===== src/rtl/alu_pkg.sv =====
package alu_pkg;
  typedef enum logic [1:0] {
    SEL_AND  = 2'b00,
    SEL_OR   = 2'b01,
    SEL_SUM  = 2'b10,
    SEL_LESS = 2'b11
  } slice_sel_e;

  localparam logic [3:0] CTL_AND = 4'b0000;
  localparam logic [3:0] CTL_OR  = 4'b0001;
  localparam logic [3:0] CTL_ADD = 4'b0010;
  localparam logic [3:0] CTL_SUB = 4'b0110;
  localparam logic [3:0] CTL_SLT = 4'b0111;
  localparam logic [3:0] CTL_NOR = 4'b1100;
endpackage


===== src/rtl/alu_bit_slice.sv =====
module alu_bit_slice
  import alu_pkg::*;
(
  input  logic       a,
  input  logic       b,
  input  logic       a_inv,
  input  logic       b_inv,
  input  logic       cin,
  input  logic       less,
  input  slice_sel_e sel,
  output logic       res,
  output logic       sum,
  output logic       cout
);
  logic a_eff, b_eff, and_o, or_o;

  // operand inverters
  assign a_eff = a ^ a_inv;
  assign b_eff = b ^ b_inv;

  // logic gates
  assign and_o = a_eff & b_eff;
  assign or_o  = a_eff | b_eff;

  // full adder
  assign sum  = a_eff ^ b_eff ^ cin;
  assign cout = (a_eff & b_eff) | (cin & (a_eff ^ b_eff));

  // output multiplexer
  always_comb begin
    unique case (sel)
      SEL_AND:  res = and_o;
      SEL_OR:   res = or_o;
      SEL_SUM:  res = sum;
      default:  res = less;
    endcase
  end
endmodule


===== src/rtl/alu_zero_nor.sv =====
module alu_zero_nor #(
  parameter int WIDTH = 32
) (
  input  logic [WIDTH-1:0] vec,
  output logic             is_zero
);
  assign is_zero = ~(|vec);
endmodule


===== src/rtl/ripple_alu.sv =====
module ripple_alu
  import alu_pkg::*;
#(
  parameter int WIDTH = 32
) (
  input  logic [WIDTH-1:0] a,
  input  logic [WIDTH-1:0] b,
  input  logic [3:0]       ctrl,
  output logic [WIDTH-1:0] result,
  output logic             zero,
  output logic             overflow,
  output logic             carry_out
);
  localparam int MSB = WIDTH - 1;

  logic             a_inv, b_inv;
  slice_sel_e       sel;
  logic [WIDTH:0]   carry;
  logic [WIDTH-1:0] sum_w;
  logic [WIDTH-1:0] less_w;
  logic             set_bit;

  assign a_inv    = ctrl[3];
  assign b_inv    = ctrl[2];
  assign sel      = slice_sel_e'(ctrl[1:0]);
  assign carry[0] = b_inv;   // the invert line doubles as first carry-in

  // overflow from the top slice, corrected sign feeds back to bit 0
  assign overflow  = carry[MSB] ^ carry[WIDTH];
  assign carry_out = carry[WIDTH];
  assign set_bit   = sum_w[MSB] ^ overflow;

  generate
    for (genvar i = 0; i < WIDTH; i++) begin : g_slice
      if (i == 0) begin : g_lsb
        assign less_w[i] = set_bit;
      end else begin : g_upper
        assign less_w[i] = 1'b0;
      end
      alu_bit_slice u_slice (
        .a     (a[i]),
        .b     (b[i]),
        .a_inv (a_inv),
        .b_inv (b_inv),
        .cin   (carry[i]),
        .less  (less_w[i]),
        .sel   (sel),
        .res   (result[i]),
        .sum   (sum_w[i]),
        .cout  (carry[i+1])
      );
    end
  endgenerate

  alu_zero_nor #(.WIDTH(WIDTH)) u_zero (
    .vec     (result),
    .is_zero (zero)
  );

  always_comb begin
    if (ctrl == CTL_AND) AST_AND_RESULT: assert (result == (a & b));
    if (ctrl == CTL_ADD) AST_ADD_SUM: assert ({carry_out, result} == ({1'b0, a} + {1'b0, b}) && result == sum_w);
    if (ctrl == CTL_SUB) AST_SUB_DIFF: assert (result == a - b);
    if (sel == SEL_LESS) AST_SLT_UPPER_ZERO: assert (result[MSB:1] == '0);
    AST_ZERO_FLAG: assert (zero == (result == '0));
    if (ctrl == CTL_ADD && (a[MSB] != b[MSB])) AST_NO_OVERFLOW: assert (!overflow);
  end
endmodule


===== config.mk =====
export PLATFORM = sky130hd
export DESIGN_NAME = ripple_alu
export DESIGN_NICKNAME = d
export VERILOG_FILES = /design/src/rtl/alu_pkg.sv /design/src/rtl/alu_bit_slice.sv /design/src/rtl/alu_zero_nor.sv /design/src/rtl/ripple_alu.sv
export SDC_FILE = /design/constraint.sdc
export NUM_CORES = 1
export LEC_CHECK = 0
export ABC_AREA = 1
export ABC_CLOCK_PERIOD_IN_PS = 44900
export BUFFER_PORTS_ARGS = -buffer_cell sky130_fd_sc_hd__buf_2
export CAP_MARGIN = 20
export CORE_UTILIZATION = 50
export DETAILED_ROUTE_END_ITERATION = 12
export PLACE_DENSITY = 0.8
export SLEW_MARGIN = 20
export SYNTH_ARGS = -nofsm -noshare
export SYNTH_HDL_FRONTEND = slang
export SYNTH_HIERARCHICAL = 1
export SYNTH_SLANG_ARGS = --single-unit

===== constraint.sdc =====
create_clock -name vclk -period 44.9
set_clock_uncertainty 0.15 [all_clocks]
set_input_delay 4.49 -clock vclk [all_inputs]
set_output_delay 4.49 -clock vclk [all_outputs]
set_load 0.02 [all_outputs]

# Word-level counts from Yosys, hierarchy flattened
# Index checks and enable logic that the tools add are counted.
# totals
output_inout_bits	35
elab_cells	295
in_bits	68
register_bits	0
# op_classes
n_mux	32
n_reduce_logical	2
bitwise	259
n_eq_ne	2
# op_table
operator	count
1-bit bitwise XOR	130
1-bit one-hot mux with 3 select lines	32
1-bit bitwise AND	64
1-bit OR	64
32-bit OR reduction	1
2-bit by 1-bit equality test with 1-bit output, second input constant	1
2-bit equality test, second input constant	1
2-bit zero test	1
1-bit NOT	1

# Depth between registers and ports, before layout
# logic_depth
depth_word	71
mapped_depth	110
mapped_depth_nobuf	110

# Modules after synthesis
# The synthesis kept the hierarchy.
# modules_own_cells
module	seq_area_each_um2	cells_each	area_each_um2	instances
alu_bit_slice	0.0	21	125.1	32
alu_zero_nor	0.0	31	116.4	1
ripple_alu	0.0	12	47.5	1

# Worst setup path before layout
# Ideal clock, no wire load.
# synth_path
path_kind	input port to output port
from	in ctrl[3]
to	out zero
setup_slack_ns	18.410
t_arrival_ns	21.850
cell_stages	109
path_cell_list	xor2_1 inv_1 fa_1 inv_1 inv_1 fa_1 inv_1 inv_1 fa_1 inv_1 inv_1 fa_1 inv_1 inv_1 fa_1 inv_1 inv_1 fa_1 [73 not listed] inv_1 fa_1 inv_1 inv_1 fa_1 inv_1 nand2_1 nand3_1 nand2_1 inv_1 nand2_1 nand3_1 nand2_1 nor2_1 nand2_1 nor2_1 nand2_1 nor2_1
# synth_between
elab_chain_len	71
elab_cells_between_ends	260
cone_classes	mux: 32; bitwise: 227; reduce/logical: 1
# synth_lines
item	line	source
start: declaration	ripple_alu.sv:8	input logic [3:0] ctrl,
1-bit bitwise XOR *	alu_bit_slice.sv:18	assign a_eff = a ^ a_inv;
1-bit bitwise XOR	alu_bit_slice.sv:27	assign cout = (a_eff & b_eff) | (cin & (a_eff ^ b_eff));
1-bit bitwise AND	alu_bit_slice.sv:27	
1-bit OR *	alu_bit_slice.sv:27	
net carry[1]	ripple_alu.sv:18	logic [WIDTH:0] carry;
1-bit bitwise AND *	alu_bit_slice.sv:27	
1-bit OR *	alu_bit_slice.sv:27	
net carry[2]	ripple_alu.sv:18	
[2 not listed]	--	
net carry[3]	ripple_alu.sv:18	
[2 not listed]	--	
net carry[4]	ripple_alu.sv:18	
[2 not listed]	--	
net carry[5]	ripple_alu.sv:18	
[2 not listed]	--	
net carry[6]	ripple_alu.sv:18	
[2 not listed]	--	
net carry[7]	ripple_alu.sv:18	
[2 not listed]	--	
net carry[8]	ripple_alu.sv:18	
[2 not listed]	--	
net carry[9]	ripple_alu.sv:18	
[2 not listed]	--	
net carry[10]	ripple_alu.sv:18	
[2 not listed]	--	
net carry[11]	ripple_alu.sv:18	
[2 not listed]	--	
net carry[12]	ripple_alu.sv:18	
[2 not listed]	--	
net carry[13]	ripple_alu.sv:18	
[2 not listed]	--	
net carry[14]	ripple_alu.sv:18	
[2 not listed]	--	
net carry[15]	ripple_alu.sv:18	
[2 not listed]	--	
net carry[16]	ripple_alu.sv:18	
[2 not listed]	--	
net carry[17]	ripple_alu.sv:18	
[2 not listed]	--	
net carry[18]	ripple_alu.sv:18	
[2 not listed]	--	
net carry[19]	ripple_alu.sv:18	
[2 not listed]	--	
net carry[20]	ripple_alu.sv:18	
[2 not listed]	--	
net carry[21]	ripple_alu.sv:18	
[2 not listed]	--	
net carry[22]	ripple_alu.sv:18	
[2 not listed]	--	
net carry[23]	ripple_alu.sv:18	
[2 not listed]	--	
net carry[24]	ripple_alu.sv:18	
[2 not listed]	--	
net carry[25]	ripple_alu.sv:18	
[2 not listed]	--	
net carry[26]	ripple_alu.sv:18	
[2 not listed]	--	
net carry[27]	ripple_alu.sv:18	
[2 not listed]	--	
net carry[28]	ripple_alu.sv:18	
[2 not listed]	--	
net carry[29]	ripple_alu.sv:18	
[2 not listed]	--	
net carry[30]	ripple_alu.sv:18	
[2 not listed]	--	
net carry[31]	ripple_alu.sv:18	
[2 not listed]	--	
net carry_out	ripple_alu.sv:12	output logic carry_out
1-bit bitwise XOR *	ripple_alu.sv:29	assign overflow = carry[MSB] ^ carry[WIDTH];
1-bit bitwise XOR *	ripple_alu.sv:31	assign set_bit = sum_w[MSB] ^ overflow;
net set_bit	ripple_alu.sv:21	logic set_bit;
1-bit one-hot mux with 3 select lines *	alu_bit_slice.sv:31	unique case (sel)
net result[0]	ripple_alu.sv:9	output logic [WIDTH-1:0] result,
32-bit OR reduction *	alu_zero_nor.sv:7	assign is_zero = ~(|vec);
1-bit NOT *	alu_zero_nor.sv:7	
end: declaration	ripple_alu.sv:10	output logic zero,
# Mark *: on every way through the listed nets, which the timed path passes. The rest lies on a longest branch.

# Worst setup path after layout
# layout_path
from	in ctrl[3]
to	out zero
# layout_between
elab_cells_between_ends	260
cone_classes	mux: 32; bitwise: 227; reduce/logical: 1
# layout_lines
item	line	source
1-bit bitwise XOR *	alu_bit_slice.sv:18	
1-bit bitwise XOR	alu_bit_slice.sv:27	
1-bit bitwise AND	alu_bit_slice.sv:27	
1-bit OR *	alu_bit_slice.sv:27	
net carry[1]	ripple_alu.sv:18	
1-bit bitwise AND *	alu_bit_slice.sv:27	
1-bit OR *	alu_bit_slice.sv:27	
net carry[2]	ripple_alu.sv:18	
[2 not listed]	--	
net carry[3]	ripple_alu.sv:18	
[2 not listed]	--	
net carry[4]	ripple_alu.sv:18	
[2 not listed]	--	
net carry[5]	ripple_alu.sv:18	
[2 not listed]	--	
net carry[6]	ripple_alu.sv:18	
[2 not listed]	--	
net carry[7]	ripple_alu.sv:18	
[2 not listed]	--	
net carry[8]	ripple_alu.sv:18	
[2 not listed]	--	
net carry[9]	ripple_alu.sv:18	
[2 not listed]	--	
net carry[10]	ripple_alu.sv:18	
[2 not listed]	--	
net carry[11]	ripple_alu.sv:18	
[2 not listed]	--	
net carry[12]	ripple_alu.sv:18	
[2 not listed]	--	
net carry[13]	ripple_alu.sv:18	
[2 not listed]	--	
net carry[14]	ripple_alu.sv:18	
[2 not listed]	--	
net carry[15]	ripple_alu.sv:18	
[2 not listed]	--	
net carry[16]	ripple_alu.sv:18	
[2 not listed]	--	
net carry[17]	ripple_alu.sv:18	
[2 not listed]	--	
net carry[18]	ripple_alu.sv:18	
[2 not listed]	--	
net carry[19]	ripple_alu.sv:18	
[2 not listed]	--	
net carry[20]	ripple_alu.sv:18	
[2 not listed]	--	
net carry[21]	ripple_alu.sv:18	
[2 not listed]	--	
net carry[22]	ripple_alu.sv:18	
[2 not listed]	--	
net carry[23]	ripple_alu.sv:18	
[2 not listed]	--	
net carry[24]	ripple_alu.sv:18	
[2 not listed]	--	
net carry[25]	ripple_alu.sv:18	
[2 not listed]	--	
net carry[26]	ripple_alu.sv:18	
[2 not listed]	--	
net carry[27]	ripple_alu.sv:18	
[2 not listed]	--	
net carry[28]	ripple_alu.sv:18	
[2 not listed]	--	
net carry[29]	ripple_alu.sv:18	
[2 not listed]	--	
net carry[30]	ripple_alu.sv:18	
[2 not listed]	--	
net carry[31]	ripple_alu.sv:18	
1-bit bitwise XOR *	alu_bit_slice.sv:26	assign sum = a_eff ^ b_eff ^ cin;
net sum_w[31]	ripple_alu.sv:19	logic [WIDTH-1:0] sum_w;
1-bit bitwise XOR *	ripple_alu.sv:31	
net set_bit	ripple_alu.sv:21	
1-bit one-hot mux with 3 select lines *	alu_bit_slice.sv:31	
32-bit OR reduction *	alu_zero_nor.sv:7	
1-bit NOT *	alu_zero_nor.sv:7	
# Marks and branches as above.

==> impl_metrics.tcl <==
set metrics [dict create \
    seq_area_sq_um 0 \
    max_stage_delay_ns 0.48 \
    antenna_found_initial 0 \
    dp_cells 922 \
    fin_crit_ns 27.64 \
    synthCells 684 \
    dr.pass1.iters 4 \
    fin_cells 922 \
    finalPower_mw 0.0691 \
    port_buffers 103 \
    outcome "completed" \
    relSlewSlack 0.398 \
    path_max_fanout 32 \
    ys_warn_count 6 \
    synthToLayoutAreaGrowth_pct 19.3 \
    hp-class "primary input to output port" \
    wl_um 7460 \
    gp_congestion 0.743 \
    fill_cells 809 \
    core_area_sq_um 7770 \
    criticalPathCategory "primary input to output port" \
    die_x_um 92.0 \
    cts_hold_buf 0 \
    initial_utilization 0.522 \
    diodes 0 \
    num-nets-final 986 \
    grt-ovfl-total 0 \
    drive_gt1_frac 0.129 \
    avgSynthCellArea_sq_um 5.92 \
    vias 3768 \
    track_usage 0.184 \
    grt_max_degree 97 \
    detail_route.wl_per_cell_um 8.09 \
    drv_cap 0 \
    pin_count 103 \
    design_area_sq_um 4830 \
    finalMaxSlewViolations 0 \
    hold_viol_final 0 \
    fmax_mhz 36.2 \
    hp-start "a[31]" \
    antenna_left 0 \
    cp.required_ns 40.26 \
    hpwl_um 5880 \
    drc 0 \
    critPathSlowestCell "fa_1" \
    placedInstanceArea_sq_um 4830 \
    worst_setup_path_start_kind "primary input" \
    postCtsSetupBuffers 0 \
    via_per_inst 4.09 \
    min_path_cells 6 \
    synthesis.area_sq_um 4050 \
    peakVddDrop_mv 0.00966 \
    arrival_ns 23.00 \
    dieArea_sq_um 8470 \
    die_h_um 92.0 \
    initialDrtViolationCount 80 \
    crit_start "ctrl[3]" \
    endpoint_kind "output port" \
    post_cts_resize_count 0 \
    min_delay_worst_endpoint "carry_out" \
    power_leakage_nw 3.21 \
    fin_setup_tns_ns 0 \
    grt_pass1_vias 3330 \
    min_period_over_period 0.616 \
    design.seq.count 0 \
    n_clock_buffer 0 \
    power.density_nw_per_um2 14.3 \
    crit_path_frequent_cell "inv_1" \
    rsz0062_at_grt "false" \
    row_count 32 \
    setup_viol 0 \
    worstMarginPinSlew_ns 0.904 \
    grt_pass1_wl_um 13300 \
]
## how the worst max path moves through the flow
stage,slack (ns),to,depth (start not counted)
6_report,17.26,zero,112
5_1_grt,15.88,zero,112
4_1_cts,17.05,zero,112
3_5_place_dp,17.10,zero,112
3_3_place_gp,17.30,zero,112
2_1_floorplan,18.41,zero,109
## report_power, final
part           internal [mW]  switching, mW  total [mW]
Clock                      0              0           0
Combinational         0.0258         0.0433      0.0691
Sequential                 0              0           0
## routing by layer
layer | up-vias | wire (um) | track usage
met5 | - | 0 | 0
met4 | 0 | 0 | 0.00391
met3 | 0 | 209 | 0.00498
met2 | 55 | 3730 | 0.371
met1 | 1607 | 3520 | 0.225
li1 | 2106 | - | -
## area by class of cell
class	count	area, sq um	share of cell area
Timing Repair Buffer	106	541	0.112
Multi-Input combinational cell	454	3190	0.660
Tap cell	102	128	0.0264
Inverter	260	976	0.202
## worst max-delay path, delay by kind of cell
family                     cells  cell delay [ns]
adders and majority gates     32            13.11
xor gates and xnor gates       1             0.24
and+or+nand+nor               10             0.68
buffers and inverters         69             4.54
## layout by cell type, fill, tap and decap left out
cell     count
nor2_1      21
conb_1      31
buf_2      102
xnor2_1     32
ha_1        64
buf_4        4
nand3_1     66
nand2_1    176
inv_1      260
xor2_1      32
fa_1        32
## metrics by stage
stage	worst slack (ns)	hold slack [ns]	util
2_1_floorplan	18.41	9.03	-
3_3_place_gp	17.30	9.45	0.622
3_5_place_dp	17.10	9.45	0.622
4_1_cts	17.05	9.45	0.622
5_1_grt	15.88	9.50	0.622
6_report	17.26	9.45	0.622
Note: power is estimated with default switching activity, not from simulation.
